--- config.mk ---
export PLATFORM = sky130hd
export DESIGN_NAME = mdma_engine
export DESIGN_NICKNAME = d
export VERILOG_FILES = /design/src/rtl/mdma_pkg.sv /design/src/rtl/mdma_chan.sv /design/src/rtl/mdma_prio.sv /design/src/rtl/mdma_mover.sv /design/src/rtl/mdma_engine.sv
export SDC_FILE = /design/constraint.sdc
export NUM_CORES = 1
export LEC_CHECK = 0
export ABC_AREA = 1
export BUFFER_PORTS_ARGS = -buffer_cell sky130_fd_sc_hd__buf_2
export CORE_ASPECT_RATIO = 2
export CORE_UTILIZATION = 44
export CTS_CLUSTER_SIZE = 24
export DETAILED_ROUTE_END_ITERATION = 10
export PLACE_DENSITY = 0.6
export SLEW_MARGIN = 10
export SYNTH_ARGS = -nofsm -noshare
export SYNTH_HDL_FRONTEND = slang
export SYNTH_SLANG_ARGS = --single-unit
--- constraint.sdc ---
create_clock -name clk -period 2.4 [get_ports clk]
set_input_delay 0.24 -clock clk [delete_from_list [all_inputs] [get_ports clk]]
set_output_delay 0.24 -clock clk [all_outputs]
set_load 0.005 [all_outputs]
--- src/rtl/mdma_pkg.sv ---
`timescale 1ns/1ps
package mdma_pkg;

    typedef enum logic [1:0] {
        MODE_BURST = 2'd0,
        MODE_STEAL = 2'd1,
        MODE_TRANS = 2'd2
    } xfer_mode_e;

    typedef enum logic [2:0] {
        ST_IDLE,
        ST_REQ,
        ST_RD,
        ST_WR,
        ST_REL
    } mv_state_e;

    localparam logic [1:0] FLD_SRC  = 2'd0;
    localparam logic [1:0] FLD_DST  = 2'd1;
    localparam logic [1:0] FLD_CNT  = 2'd2;
    localparam logic [1:0] FLD_CTRL = 2'd3;

endpackage

--- src/rtl/mdma_chan.sv ---
`timescale 1ns/1ps
module mdma_chan
    import mdma_pkg::*;
#(
    parameter int AW = 16,
    parameter int CW = 24,
    parameter int DW = 24
) (
    input  logic          clk,
    input  logic          rst_n,
    input  logic          wr_en,
    input  logic [1:0]    wr_field,
    input  logic [DW-1:0] wr_data,
    input  logic          step,
    output logic [AW-1:0] src_addr,
    output logic [AW-1:0] dst_addr,
    output logic [CW-1:0] count,
    output logic          pending,
    output logic          done
);

    typedef struct packed {
        logic [AW-1:0] src;
        logic [AW-1:0] dst;
        logic [CW-1:0] cnt;
        logic          en;
        logic          fin;
    } chan_s;

    chan_s q, d;

    always_comb begin
        d = q;
        if (wr_en) begin
            case (wr_field)
                FLD_SRC: d.src = wr_data[AW-1:0];
                FLD_DST: d.dst = wr_data[AW-1:0];
                FLD_CNT: d.cnt = wr_data[CW-1:0];
                default: begin
                    if (wr_data[1]) d.fin = 1'b0;
                    if (wr_data[0]) begin
                        if (q.cnt == '0) d.fin = 1'b1;
                        else             d.en  = 1'b1;
                    end else begin
                        d.en = 1'b0;
                    end
                end
            endcase
        end
        if (step) begin
            d.src = q.src + 1'b1;
            d.dst = q.dst + 1'b1;
            d.cnt = q.cnt - 1'b1;
            if (q.cnt == CW'(1)) begin
                d.en  = 1'b0;
                d.fin = 1'b1;
            end
        end
    end

    always_ff @(posedge clk or negedge rst_n) begin
        if (!rst_n) q <= '0;
        else        q <= d;
    end

    assign src_addr = q.src;
    assign dst_addr = q.dst;
    assign count    = q.cnt;
    assign pending  = q.en && (q.cnt != '0);
    assign done     = q.fin;

    AST_STEP_LIVE: assert property (@(posedge clk) disable iff (!rst_n)
        step |-> (q.en && q.cnt != '0)) else $error("step on idle channel");

    AST_DONE_STICKY: assert property (@(posedge clk) disable iff (!rst_n)
        (q.fin && !(wr_en && wr_field == FLD_CTRL && wr_data[1])) |=> q.fin) else $error("done lost");

    AST_ZERO_START: assert property (@(posedge clk) disable iff (!rst_n)
        (wr_en && wr_field == FLD_CTRL && wr_data[0] && !wr_data[1] && q.cnt == '0 && !step)
        |=> (q.fin && !q.en)) else $error("zero count start");

endmodule

--- src/rtl/mdma_prio.sv ---
`timescale 1ns/1ps
module mdma_prio #(
    parameter  int N  = 4,
    localparam int IW = $clog2(N)
) (
    input  logic [N-1:0]  req,
    output logic          any,
    output logic [IW-1:0] idx
);

    always_comb begin
        any = 1'b0;
        idx = '0;
        for (int i = N - 1; i >= 0; i--) begin
            if (req[i]) begin
                any = 1'b1;
                idx = IW'(i);
            end
        end
    end

endmodule

--- src/rtl/mdma_mover.sv ---
`timescale 1ns/1ps
module mdma_mover
    import mdma_pkg::*;
#(
    parameter  int NCH     = 4,
    parameter  int AW      = 16,
    parameter  int RUN_MAX = 32,
    localparam int CHW     = $clog2(NCH),
    localparam int RW      = $clog2(RUN_MAX + 1)
) (
    input  logic           clk,
    input  logic           rst_n,
    input  xfer_mode_e     mode_i,
    input  logic           cand_any,
    input  logic [CHW-1:0] cand_idx,
    input  logic [AW-1:0]  src_sel,
    input  logic [AW-1:0]  dst_sel,
    input  logic           last_sel,
    input  logic           avail_sel,
    input  logic           hold_ack,
    input  logic           cpu_idle,
    input  logic [7:0]     mem_rdata,
    output logic           hold_req,
    output logic           mem_en,
    output logic           mem_we,
    output logic [AW-1:0]  mem_addr,
    output logic [7:0]     mem_wdata,
    output logic           step,
    output logic [CHW-1:0] cur_ch
);

    localparam logic [RW-1:0] RUN_LAST = RW'(RUN_MAX - 1);

    typedef struct packed {
        mv_state_e      st;
        logic [CHW-1:0] ch;
        xfer_mode_e     mode;
        logic [RW-1:0]  run;
        logic [7:0]     data;
        logic           have;
    } mv_s;

    mv_s q, d;

    always_comb begin
        d         = q;
        hold_req  = 1'b0;
        mem_en    = 1'b0;
        mem_we    = 1'b0;
        mem_addr  = src_sel;
        mem_wdata = q.have ? q.data : mem_rdata;
        step      = 1'b0;
        case (q.st)
            ST_IDLE: begin
                if (cand_any) begin
                    d.ch   = cand_idx;
                    d.mode = mode_i;
                    d.run  = '0;
                    d.have = 1'b0;
                    d.st   = (mode_i == MODE_TRANS) ? ST_RD : ST_REQ;
                end
            end
            ST_REQ: begin
                hold_req = 1'b1;
                if (hold_ack) d.st = avail_sel ? ST_RD : ST_REL;
            end
            ST_RD: begin
                mem_addr = src_sel;
                if (q.mode == MODE_TRANS) begin
                    if (cpu_idle) begin
                        mem_en = 1'b1;
                        d.have = 1'b0;
                        d.st   = ST_WR;
                    end
                end else begin
                    hold_req = 1'b1;
                    mem_en   = 1'b1;
                    d.have   = 1'b0;
                    d.st     = ST_WR;
                end
            end
            ST_WR: begin
                mem_addr = dst_sel;
                if (q.mode == MODE_TRANS) begin
                    if (cpu_idle) begin
                        mem_en = 1'b1;
                        mem_we = 1'b1;
                        step   = 1'b1;
                        d.have = 1'b0;
                        d.st   = ST_IDLE;
                    end else if (!q.have) begin
                        d.data = mem_rdata;
                        d.have = 1'b1;
                    end
                end else begin
                    hold_req = 1'b1;
                    mem_en   = 1'b1;
                    mem_we   = 1'b1;
                    step     = 1'b1;
                    d.have   = 1'b0;
                    d.run    = q.run + 1'b1;
                    if (q.mode == MODE_STEAL || last_sel || q.run == RUN_LAST || !avail_sel)
                        d.st = ST_REL;
                    else
                        d.st = ST_RD;
                end
            end
            ST_REL: begin
                if (!hold_ack) d.st = ST_IDLE;
            end
            default: d.st = ST_IDLE;
        endcase
    end

    always_ff @(posedge clk or negedge rst_n) begin
        if (!rst_n) begin
            q      <= '0;
            q.st   <= ST_IDLE;
            q.mode <= MODE_BURST;
        end else begin
            q <= d;
        end
    end

    assign cur_ch = q.ch;

    AST_TRANS_NO_HOLD: assert property (@(posedge clk) disable iff (!rst_n)
        (q.st != ST_IDLE && q.mode == MODE_TRANS) |-> !hold_req) else $error("hold in transparent");

    AST_TRANS_IDLE_ONLY: assert property (@(posedge clk) disable iff (!rst_n)
        (mem_en && q.mode == MODE_TRANS) |-> cpu_idle) else $error("bus used while cpu busy");

    AST_BUS_OWNED: assert property (@(posedge clk) disable iff (!rst_n)
        (mem_en && q.mode != MODE_TRANS) |-> hold_ack) else $error("bus used without grant");

    AST_STEAL_ONE: assert property (@(posedge clk) disable iff (!rst_n)
        (mem_we && q.mode == MODE_STEAL) |=> !hold_req) else $error("steal kept bus");

    AST_RUN_LIMIT: assert property (@(posedge clk) disable iff (!rst_n)
        q.run <= RW'(RUN_MAX)) else $error("burst run too long");

endmodule

--- src/rtl/mdma_engine.sv ---
`timescale 1ns/1ps
module mdma_engine
    import mdma_pkg::*;
#(
    parameter  int NCH     = 4,
    parameter  int AW      = 16,
    parameter  int CW      = 24,
    parameter  int RUN_MAX = 32,
    localparam int CHW     = $clog2(NCH),
    localparam int DW      = (AW > CW) ? AW : CW
) (
    input  logic           clk,
    input  logic           rst_n,
    input  logic           cfg_we,
    input  logic [CHW-1:0] cfg_chan,
    input  logic [1:0]     cfg_field,
    input  logic [DW-1:0]  cfg_wdata,
    input  logic [1:0]     xfer_mode,
    output logic           hold_req,
    input  logic           hold_ack,
    input  logic           cpu_idle,
    output logic           mem_en,
    output logic           mem_we,
    output logic [AW-1:0]  mem_addr,
    output logic [7:0]     mem_wdata,
    input  logic [7:0]     mem_rdata,
    input  logic [NCH-1:0] src_avail,
    input  logic [NCH-1:0] dst_space,
    output logic [NCH-1:0] done
);

    logic [AW-1:0]  src_a [NCH];
    logic [AW-1:0]  dst_a [NCH];
    logic [CW-1:0]  cnt_a [NCH];
    logic [NCH-1:0] pend;
    logic [NCH-1:0] ready;
    logic           cand_any;
    logic [CHW-1:0] cand_idx;
    logic [CHW-1:0] cur_ch;
    logic           mv_step;

    for (genvar g = 0; g < NCH; g++) begin : g_chan
        mdma_chan #(.AW(AW), .CW(CW), .DW(DW)) u_chan (
            .clk      (clk),
            .rst_n    (rst_n),
            .wr_en    (cfg_we && cfg_chan == CHW'(g)),
            .wr_field (cfg_field),
            .wr_data  (cfg_wdata),
            .step     (mv_step && cur_ch == CHW'(g)),
            .src_addr (src_a[g]),
            .dst_addr (dst_a[g]),
            .count    (cnt_a[g]),
            .pending  (pend[g]),
            .done     (done[g])
        );
    end

    assign ready = pend & src_avail & dst_space;

    mdma_prio #(.N(NCH)) u_prio (
        .req (ready),
        .any (cand_any),
        .idx (cand_idx)
    );

    mdma_mover #(.NCH(NCH), .AW(AW), .RUN_MAX(RUN_MAX)) u_mover (
        .clk       (clk),
        .rst_n     (rst_n),
        .mode_i    (xfer_mode_e'(xfer_mode)),
        .cand_any  (cand_any),
        .cand_idx  (cand_idx),
        .src_sel   (src_a[cur_ch]),
        .dst_sel   (dst_a[cur_ch]),
        .last_sel  (cnt_a[cur_ch] == CW'(1)),
        .avail_sel (src_avail[cur_ch] && dst_space[cur_ch]),
        .hold_ack  (hold_ack),
        .cpu_idle  (cpu_idle),
        .mem_rdata (mem_rdata),
        .hold_req  (hold_req),
        .mem_en    (mem_en),
        .mem_we    (mem_we),
        .mem_addr  (mem_addr),
        .mem_wdata (mem_wdata),
        .step      (mv_step),
        .cur_ch    (cur_ch)
    );

endmodule

* Yosys cells after proc, flatten, opt, wreduce, memory -nomap -nowiden
Cells that the tools add are included.
** Storage, ports and cells
- Output and inout bits :: 31
- Bits of input ports :: 51
- Logic and storage cells :: 226
- Flip-flop bits (word level) :: 254
** Cells by class
- Magnitude comparators :: 2
- Reductions and logical operators :: 66
- Bitwise logic cells :: 5
- Add/subtract/negate cells :: 13
- Multiplexer cells :: 87
- Equal/unequal tests :: 27
** Operators by type and width (count)
- 58-bit two-way mux :: 8
- 16-bit by 1-bit adder with 16-bit output, second input constant :: 8
- 24-bit by 1-bit == test with 1-bit output, second input constant :: 5
- 16-bit two-way mux :: 7
- 24-bit logical NOT :: 4
- 24-bit nonzero test :: 4
- 24-bit by 1-bit subtractor with 24-bit output, second input constant :: 4
- 24-bit two-way mux :: 3
- 16-bit binary-select mux with 2-bit select :: 2
- 24-bit binary-select mux with 2-bit select :: 1
- 1-bit two-way mux :: 36
- 2-bit nonzero test :: 17
- 2-bit two-way mux :: 13
- 2-bit AND reduction :: 13
- 3-bit two-way mux :: 8
- 3-bit one-hot mux with 5 select lines :: 1
- 2-bit == test, second input constant :: 7
- 1-bit logical AND :: 13
- 13-bit two-way mux :: 1
- 6-bit one-hot mux with 2 select lines :: 1
- 4-bit AND :: 2
- 2-bit by 1-bit == test with 1-bit output, second input constant :: 4
- 8-bit two-way mux :: 1
- 2-bit != test, second input constant :: 4
- 24 further kinds :: 33

* Longest topological paths before layout
Gate-level depths: netlist of run 1.
- Word-level depth :: 11
- Depth in mapped cells :: 14
- Gate-level depth less buffers :: 13

* Modules after synthesis
Synthesis of run 1 repeated with hierarchy kept, for this count alone.
** Second synthesis, totals
- Cells, all modules :: 3147
- Area, all modules :: 21175.3 µm²
** By module, submodules not included
- mdma_chan (g_chan[1].u_chan ...) :: cells each 655, instances 3, seq. area each 1451.4 µm², area each 4584.4 µm²
- mdma_chan (g_chan[0].u_chan) :: cells each 657, instances 1, seq. area each 1451.4 µm², area each 4543.1 µm²
- mdma_mover :: cells each 236, instances 1, seq. area each 550.5 µm², area each 1506.4 µm²
- mdma_engine :: cells each 281, instances 1, seq. area each 0.0 µm², area each 1336.3 µm²
- mdma_prio :: cells each 8, instances 1, seq. area each 0.0 µm², area each 36.3 µm²

* Worst setup path before layout of run 1
OpenSTA, ideal clock, no wires.
- Kind :: register to register
- Start point :: reg u_mover.q[21] (netlist name)
- End point :: reg g_chan[0].u_chan.q, in the netlist g_chan[0].u_chan.count[3]
- Stages on the path, launching flop included :: 10
- Clock period less this slack :: 1950 ps
- Buffers on the path :: 3
- Setup time :: 143 ps
- Required time :: 2257 ps
- Path slack :: 450 ps
- Arrival time :: 1807 ps
- Path through :: dfrtp_1 buf_2 nor3_4 nand2_4 nor2_4 inv_2 buf_6 buf_2 o211ai_1 o221ai_1
** On the way
- Word-level cells in the longest chain between the ends :: 5
- Elaborated cells on any way between the ends :: 7
- Classes of those cells :: eq/ne: 1; mux: 2; reduce/logical: 4
** Ends and longest elaborated chain
- start, declared :: line mdma_mover.sv:43 : mv_s q, d;
- 3-bit by 2-bit == test with 1-bit output * :: line mdma_mover.sv:53 : case (q.st)
- 1-bit two-way mux * :: line mdma_mover.sv:53
- 1-bit logical AND * :: line mdma_engine.sv:49 : .step (mv_step && cur_ch == CHW'(g)),
- 2-bit nonzero test (no line)
- 2-bit AND reduction (no line)
- end signal, assigned :: line mdma_chan.sv:62 : if (!rst_n) q <= '0;
- end signal, assigned :: line mdma_chan.sv:63 : else q <= d;
- end, declared :: line mdma_chan.sv:30 : chan_s q, d;
Mark *: on every way between the ends. The rest lies on a longest branch, timed or not.
A chain may end at the register's enable or synchronous reset.

* Worst setup path after layout of run 1
- Start point :: reg u_mover.q, in the netlist u_mover.cur_ch[1]
- End point :: out mem_addr[8]
** On the way
- Word-level cells in the longest chain between the ends :: 5
- Elaborated cells on any way between the ends :: 8
- Classes of those cells :: mux: 7; bitwise: 1
** Ends and longest elaborated chain
- 2-bit inverter with 3-bit output (not written as such) * :: line mdma_engine.sv:72, mdma_engine.sv:73
- 16-bit binary-select mux with 2-bit select, on equally long branches :: line mdma_engine.sv:72, mdma_engine.sv:73
- 16-bit two-way mux, on equally long branches (2 in series) :: line mdma_engine.sv:72, mdma_engine.sv:73
- 16-bit two-way mux * :: line mdma_mover.sv:53
- end, declared :: line mdma_engine.sv:24 : output logic [AW-1:0] mem_addr,
Mark *: on every way between the ends. The rest lies on a longest branch, timed or not. The select of a mux whose other input is x is not followed.

==> results of run 1 <==
[cells in the final DEF, fill, tap and decap left out, types with 8 or more instances in the layout]
master	count
nor3_1	30
buf_2	79
nand3_1	174
dfrtp_1	253
o221ai_1	29
or2_2	8
xnor2_1	9
o21ai_0	196
inv_1	282
nand2_1	561
dlygate4sd3_1	12
a31oi_1	61
ha_1	16
a221oi_2	8
o22ai_1	22
nand4_1	27
xor2_1	24
o211ai_1	30
a21oi_1	106
nand2_2	19
clkbuf_8	13
a22oi_1	56
clkbuf_16	29
o21ai_2	13
buf_4	86
o2111ai_2	8
buf_12	16
inv_2	12
buf_6	15
nor2_1	301
[power by group through the flow]
stage,clock [W],sequential (W),combinational [W]
floorplan,0,0.00690,0.00495
global placement,0,0.00775,0.00753
detailed placement,0,0.00778,0.00763
CTS,0.00446,0.00774,0.00817
global route,0.00458,0.00800,0.0102
finish,0.00443,0.00787,0.00945
[final timing paths]
check,start,to,slack (ps),depth (start not counted)
setup / recovery,u_mover.cur_ch[1]$_DFFE_PN0P_,mem_addr[8],-70,6
hold / removal,cfg_wdata[0],g_chan[3].u_chan.done$_DFF_PN0_,50,3
setup reg to reg,g_chan[2].u_chan.count[6]$_DFFE_PN0P_,g_chan[2].u_chan.count[22]$_DFFE_PN0P_,80,10
hold reg to reg,u_mover.q[1]$_DFFE_PN0P_,u_mover.q[1]$_DFFE_PN0P_,490,2
max in group asynchronous,rst_n,g_chan[2].u_chan.count[14]$_DFFE_PN0P_,1530,3
min in group asynchronous,rst_n,g_chan[3].u_chan.count[13]$_DFFE_PN0P_,140,2
[through the flow]
stage	util	cells	TNS (ps)
2_1_floorplan	-	2444	0
3_3_place_gp	0.481	2986	-117
3_5_place_dp	0.481	2986	-110
4_1_cts	0.517	3068	-29.6
5_1_grt	0.533	3082	-741
6_report	0.533	3084	-358
[flip-flops by register name (all words and copies together) (netlist names)]
name / cells
u_mover.q: 20
g_chan.u_chan.done: 4
g_chan.u_chan.src_addr: 64
g_chan.u_chan.dst_addr: 64
u_mover.cur_ch: 2
g_chan.u_chan.q: 4
g_chan.u_chan.count: 96
[worst register-to-register path, stage by stage (launching register included)]
cell	delay, ps
dfrtp_1	430
nor2_1	310
nand2_1	190
nor2_2	200
buf_4	190
nand2_1	80
inv_1	90
nand4_1	270
a21oi_1	210
o21ai_0	90
a22oi_1	150
[per-layer routing]
metal,vias up,share of wire
met4,2,0.11
met2,803,0.48
met5,-,0.00017
met1,8816,0.35
li1,8570,-
met3,312,0.064
[final cells by class]
| cell class | instances | area (µm²) |
|---|---|---|
| Antenna cell | 2 | 5.00 |
| Sequential cell | 254 | 6360 |
| Fill cell | 3762 | 17600 |
| Tap cell | 463 | 579 |
| Timing Repair Buffer | 216 | 1800 |
| Clock buffer | 44 | 870 |
| Inverter | 299 | 1140 |
| Multi-Input combinational cell | 1800 | 9360 |
| Clock inverter | 6 | 33.8 |
[kinds of logic after synthesis]
family | share of synthesized area
AO/OA/AOI/OAI | 0.210
XOR/XNOR | 0.0172
adder cells (fa/ha/maj) | 0.0126
buffers and inverters | 0.0923
flip-flops | 0.378
AND/OR/NAND/NOR | 0.290
[what timing repair did]
| action | CTS | global route |
|---|---|---|
| buffers inserted | 18 | 11 |
| resized for setup | 48 | 102 |
| hold endpoints to repair | 265 | 0 |
| endpoints found under the setup margin | 21 | 38 |
| hold buffers | 12 | 0 |
| pin swaps | 4 | 18 |
| cloned | 2 | 4 |
==> metrics.txt, run 1 <==
Seq cells post-synth 254; Worst Tran Pin Value 588 ps; via count 18500; met2 Use GR 0.674; power share of the combinational group 0.435; clock sink total 254; Ys Warns 0; Power Dens Cells 1080 mW/mm²; Req. time, crit path 2160 ps; Core Rows approximately 100; Slowest cell on crit path dfrtp_2; crit path DAT 2230 ps; routability cong. 1.11; Synth async-reset ratio 1.00; H-tree depth 1; Syn Inst Count 2444; clk slew on worst S/H paths approximately 70 ps; CTS tree built; Post-Syn Area 0.0168 mm²; crit-path leading delay family buffers and inverters; core area 0.0378 mm²; Avg Inst Size Synth approximately 6.9 µm²; Final period util 1.03; Initial DRC Count 1594; initial antenna violation count 4; Slew Viols, Final 0; final instance area ~0.02 mm²; leakage power total 9.31 nW; placed inst area 0.0182 mm²; Area Overhead vs Synth 19.7%; Port Buffers 81; crit-path max cell delay between 500 and 600 ps; Crit. End Element output pin; Yosys cell types 50; max_cap viols 0; sequential area share after synthesis 0.378; Hold Vio Cnt, Final 0; clk_skew 15.9 ps; vias in the first global route 18000; later-pin clock latency in the skew report 580 ps; DR pass1 iterations 6; synth top area cells dfrtp_1, nand2_1, nor2_1, inv_1, o21ai_0; layer with the highest usage met2; final WL around 77000 µm; crit-path max FO 7; die height 279 µm; CP Cell Sequence nand2_4 > clkinvlp_4 > buf_4 > a221oi_2 > a32oi_2 > buf_2; Total Routing Usage GR 0.394; dpl ws -57.0 ps; net count after synthesis 2512; total power 0.0218 W; Routed Antenna Nets 0; IO Count 82; EDFF count, synth 0; Clock Tree Buf Depth 3; final net count 2666; fin crit period 2470 ps; clock group share of total power 0.204; hpwl dp approximately 58000 µm; grt ovf 0; sw frac 0.452; largest net degree at the start of global routing 69; GR Util met3 0.0580; Vias/cell ~6; count leader, synth nand2_1; Psw 0.00984 W; share of layout cells above drive strength 1 0.140; Root Buffer Master clkbuf_16; Sequential Power Share 0.362; total CTS buffers 27; # setup viols final 10; Post-synth top flop dfrtp_1; Internal 0.0119 W; CP startpoint kind flop; most common library cells after synthesis nand2_1, nor2_1, inv_1; Die ar. approximately 0.04 mm²; Critical path buffers and inverters 3; DR WL/cell 24.9 µm; M1 GR Usage 0.413; critical path class flop to output pin; first-pass GRT wire length 112000 µm; Yosys top cell by area dfrtp_1; fmax 406 MHz; worst hold slack around 53 ps; DRC errors left 0; VDD IR max 724 µV; Final WS setup -65.7 ps; failing checks negative setup slack; status complete, but fails checks; Hold Crit Class input port to flop; share of the synthesized area in the top cell type 0.378; Starting Density 0.445; die width about 140 µm; Rel. slew slack 0.608; setup repair after global routing missed its margin yes
Power figures use the tool's default switching activity.
==> run 2: changes to the inputs <==
Settings changed: CTS_BUF_LIST from default to sky130_fd_sc_hd__clkbuf_16, MAX_ROUTING_LAYER from default to met4.
==> run 2 against run 1 <==
The flow still finishes with violations (negative setup slack). Final cell count down 0.71%. Sequential share of layout area grew 1.2 points. Sequential power is 0.5% lower. Total power fell by 7.6%.
==> metrics.txt, run 2 (synthesis gave the netlist of run 1 again) <==
crit-path max FO 24 (was 7); fin crit period 2450 ps (was 2470 ps); Slowest cell on crit path dfrtp_2 (unchanged); Final WS setup -46.8 ps (was -65.7 ps); Clock Tree Buf Depth 3 (unchanged); final net count 2643 (was 2666); crit path DAT 2210 ps (was 2230 ps); H-tree depth 1 (unchanged); Initial DRC Count 1404 (was 1594); Final period util 1.02 (was 1.03); Vias/cell 6.01 (was 6.00); DR WL/cell 24.1 µm (was 24.9 µm); routability cong. 1.13 (was 1.11); clk_skew 21.0 ps (was 15.9 ps); WP depth 8 (was 6); max reg flops 96 (unchanged); Slew Viols, Final 0 (unchanged); Routed Antenna Nets 0 (unchanged); share of layout cells above drive strength 1 0.111 (was 0.140); largest net degree at the start of global routing 55 (was 69); total CTS buffers 27 (unchanged); total power 0.0201 W (was 0.0218 W); via count 18400 (was 18500); DR pass1 iterations 6 (unchanged); Total Routing Usage GR 0.393 (was 0.394); final WL 73900 µm (was 76700 µm); worst hold slack 57.3 ps (was 53.4 ps); Starting Density 0.445 (unchanged); Worst R2R Path Depth 11 (was 10); Hold Vio Cnt, Final 0 (unchanged); clock sink total 254 (unchanged); CTS tree built (unchanged); grt ovf 0 (unchanged); setup_tns -97.7 ps (was -358 ps); DRC errors left 0 (unchanged); core area 0.0378 mm² (unchanged); hpwl dp 56600 µm (was 57600 µm); CP startpoint kind flop (unchanged); later-pin clock latency in the skew report 580 ps (about the same); Port Buffers 81 (unchanged); die width 140 µm (unchanged); die height 279 µm (unchanged); setup repair after global routing missed its margin yes (unchanged); Hold Crit Class input port to flop (unchanged); critical path class flop to output pin (unchanged); Worst Tran Pin Value 589 ps (was 588 ps); cell count of the worst hold path 3 (unchanged); Root Buffer Master clkbuf_16 (unchanged); fmax 409 MHz (was 406 MHz); Area Overhead vs Synth 15.5% (was 19.7%); initial antenna violation count 8 (was 4); failing checks negative setup slack (unchanged); commonest cells after routing, fill and taps aside nand2_1, nor2_1, inv_1, dfrtp_1, o21ai_0 (unchanged); first-pass GRT wire length 109000 µm (was 112000 µm); crit-path leading delay family buffers and inverters (unchanged); CP Cell Sequence buf_4 > nor2_4 > buf_8 > nand2_1 > o2111ai_1 > nor2_1 > a31oi_2 > buf_2 (was nand2_4 > clkinvlp_4 > buf_4 > a221oi_2 > a32oi_2 > buf_2); Core Rows 101 (unchanged); commonest non-fill, non-tap cell in the layout nand2_1 (unchanged); Rel. slew slack 0.607 (was 0.608); clk slew on worst S/H paths 70 ps (about the same); vias in the first global route 17800 (was 18000); # setup viols final 3 (was 10); VDD IR max 627 µV (was 724 µV); status complete, but fails checks (unchanged); max_cap viols 0 (unchanged); Power Dens Cells 1030 mW/mm² (was 1080 mW/mm²); Die ar. 0.0391 mm² (unchanged); dpl ws 17.0 ps (was -57.0 ps); Crit. End Element output pin (unchanged); dpl cells 2983 (was 2986); Cell Count, Final, Fillers Out 3062 (was 3084); Critical path buffers and inverters 3 (unchanged); Req. time, crit path 2160 ps (about the same); leakage power total 8.99 nW (was 9.31 nW); crit-path max cell delay 470 ps (was 510 ps); IO Count 82 (unchanged)
[run 2: cell types whose count changed in the layout (fill, tap and decap cells not counted), moves of 8 or more]
cell	change
o2111ai_1	+8
a221oi_1	+12
o2111ai_2	-8
buf_6	-12
o21ai_1	+8
clkbuf_8	-13
nand2_1	+12
nand2_2	-9
[run 2: final timing paths]
check                      slack (ps)                                         to                          start
setup / recovery                  -50                               mem_addr[15]  u_mover.cur_ch[0]$_DFFE_PN0P_
hold / removal                     60            g_chan[3].u_chan.done$_DFF_PN0_                   cfg_wdata[0]
setup reg to reg                   90  g_chan[1].u_chan.dst_addr[10]$_DFFE_PN0P_      u_mover.q[19]$_DFFE_PN0P_
hold reg to reg                   490                   u_mover.q[1]$_DFFE_PN0P_       u_mover.q[1]$_DFFE_PN0P_
max in group asynchronous        1400     g_chan[1].u_chan.count[19]$_DFFE_PN0P_                          rst_n
min in group asynchronous         190     g_chan[3].u_chan.count[18]$_DFFE_PN0P_                          rst_n
[run 2: where the power goes]
part | total [W] | internal [W] | switching, W
Sequential | 0.00783 | 0.00574 | 0.00209
Clock | 0.00407 | 0.00215 | 0.00193
Combinational | 0.00819 | 0.00302 | 0.00516
Total | 0.0201 | 0.0109 | 0.00918
[run 2: metal layers]
metal  part of all wire  up-vias  global-route usage
met3              0.069      288              0.0673
met1               0.34     8762               0.394
li1                   -     8520                   -
met5                  0        -                   -
met2               0.48      818               0.652
met4               0.11        0               0.354
[run 2: area by class of cell]
type                    instances  area [µm²]
diodes                          5        12.5
well taps                     463         579
repair buffers                193        1480
flip-flops and latches        254        6360
fillers                      3843       18400
multi-input cells            1800        9060
inverters                     299        1140
clock buffers                  27         676
clock inverters                21         131
[run 2: through the flow]
stage	instance area (µm²)	util
floorplan	16800	-
global placement	18200	0.481
detailed placement	18200	0.481
CTS	19300	0.511
global route	19400	0.514
finish	19400	0.514
[run 2: timing repair]
item                                   in CTS  in global routing
gates cloned                                1                  0
endpoints found under the hold margin      59                  0
resized for setup                          48                 24
hold buffers                               12                  0
pin swaps                                   7                  2
buffers inserted                            9                  4
setup endpoints to repair                  16                 38
[run 2: worst min-delay path, delay by kind of cell]
family / cells / cell delay [ps]
AO/OA/AOI/OAI: 1 / 70
AND/OR/NAND/NOR: 1 / 100
buffers and inverters: 1 / 170
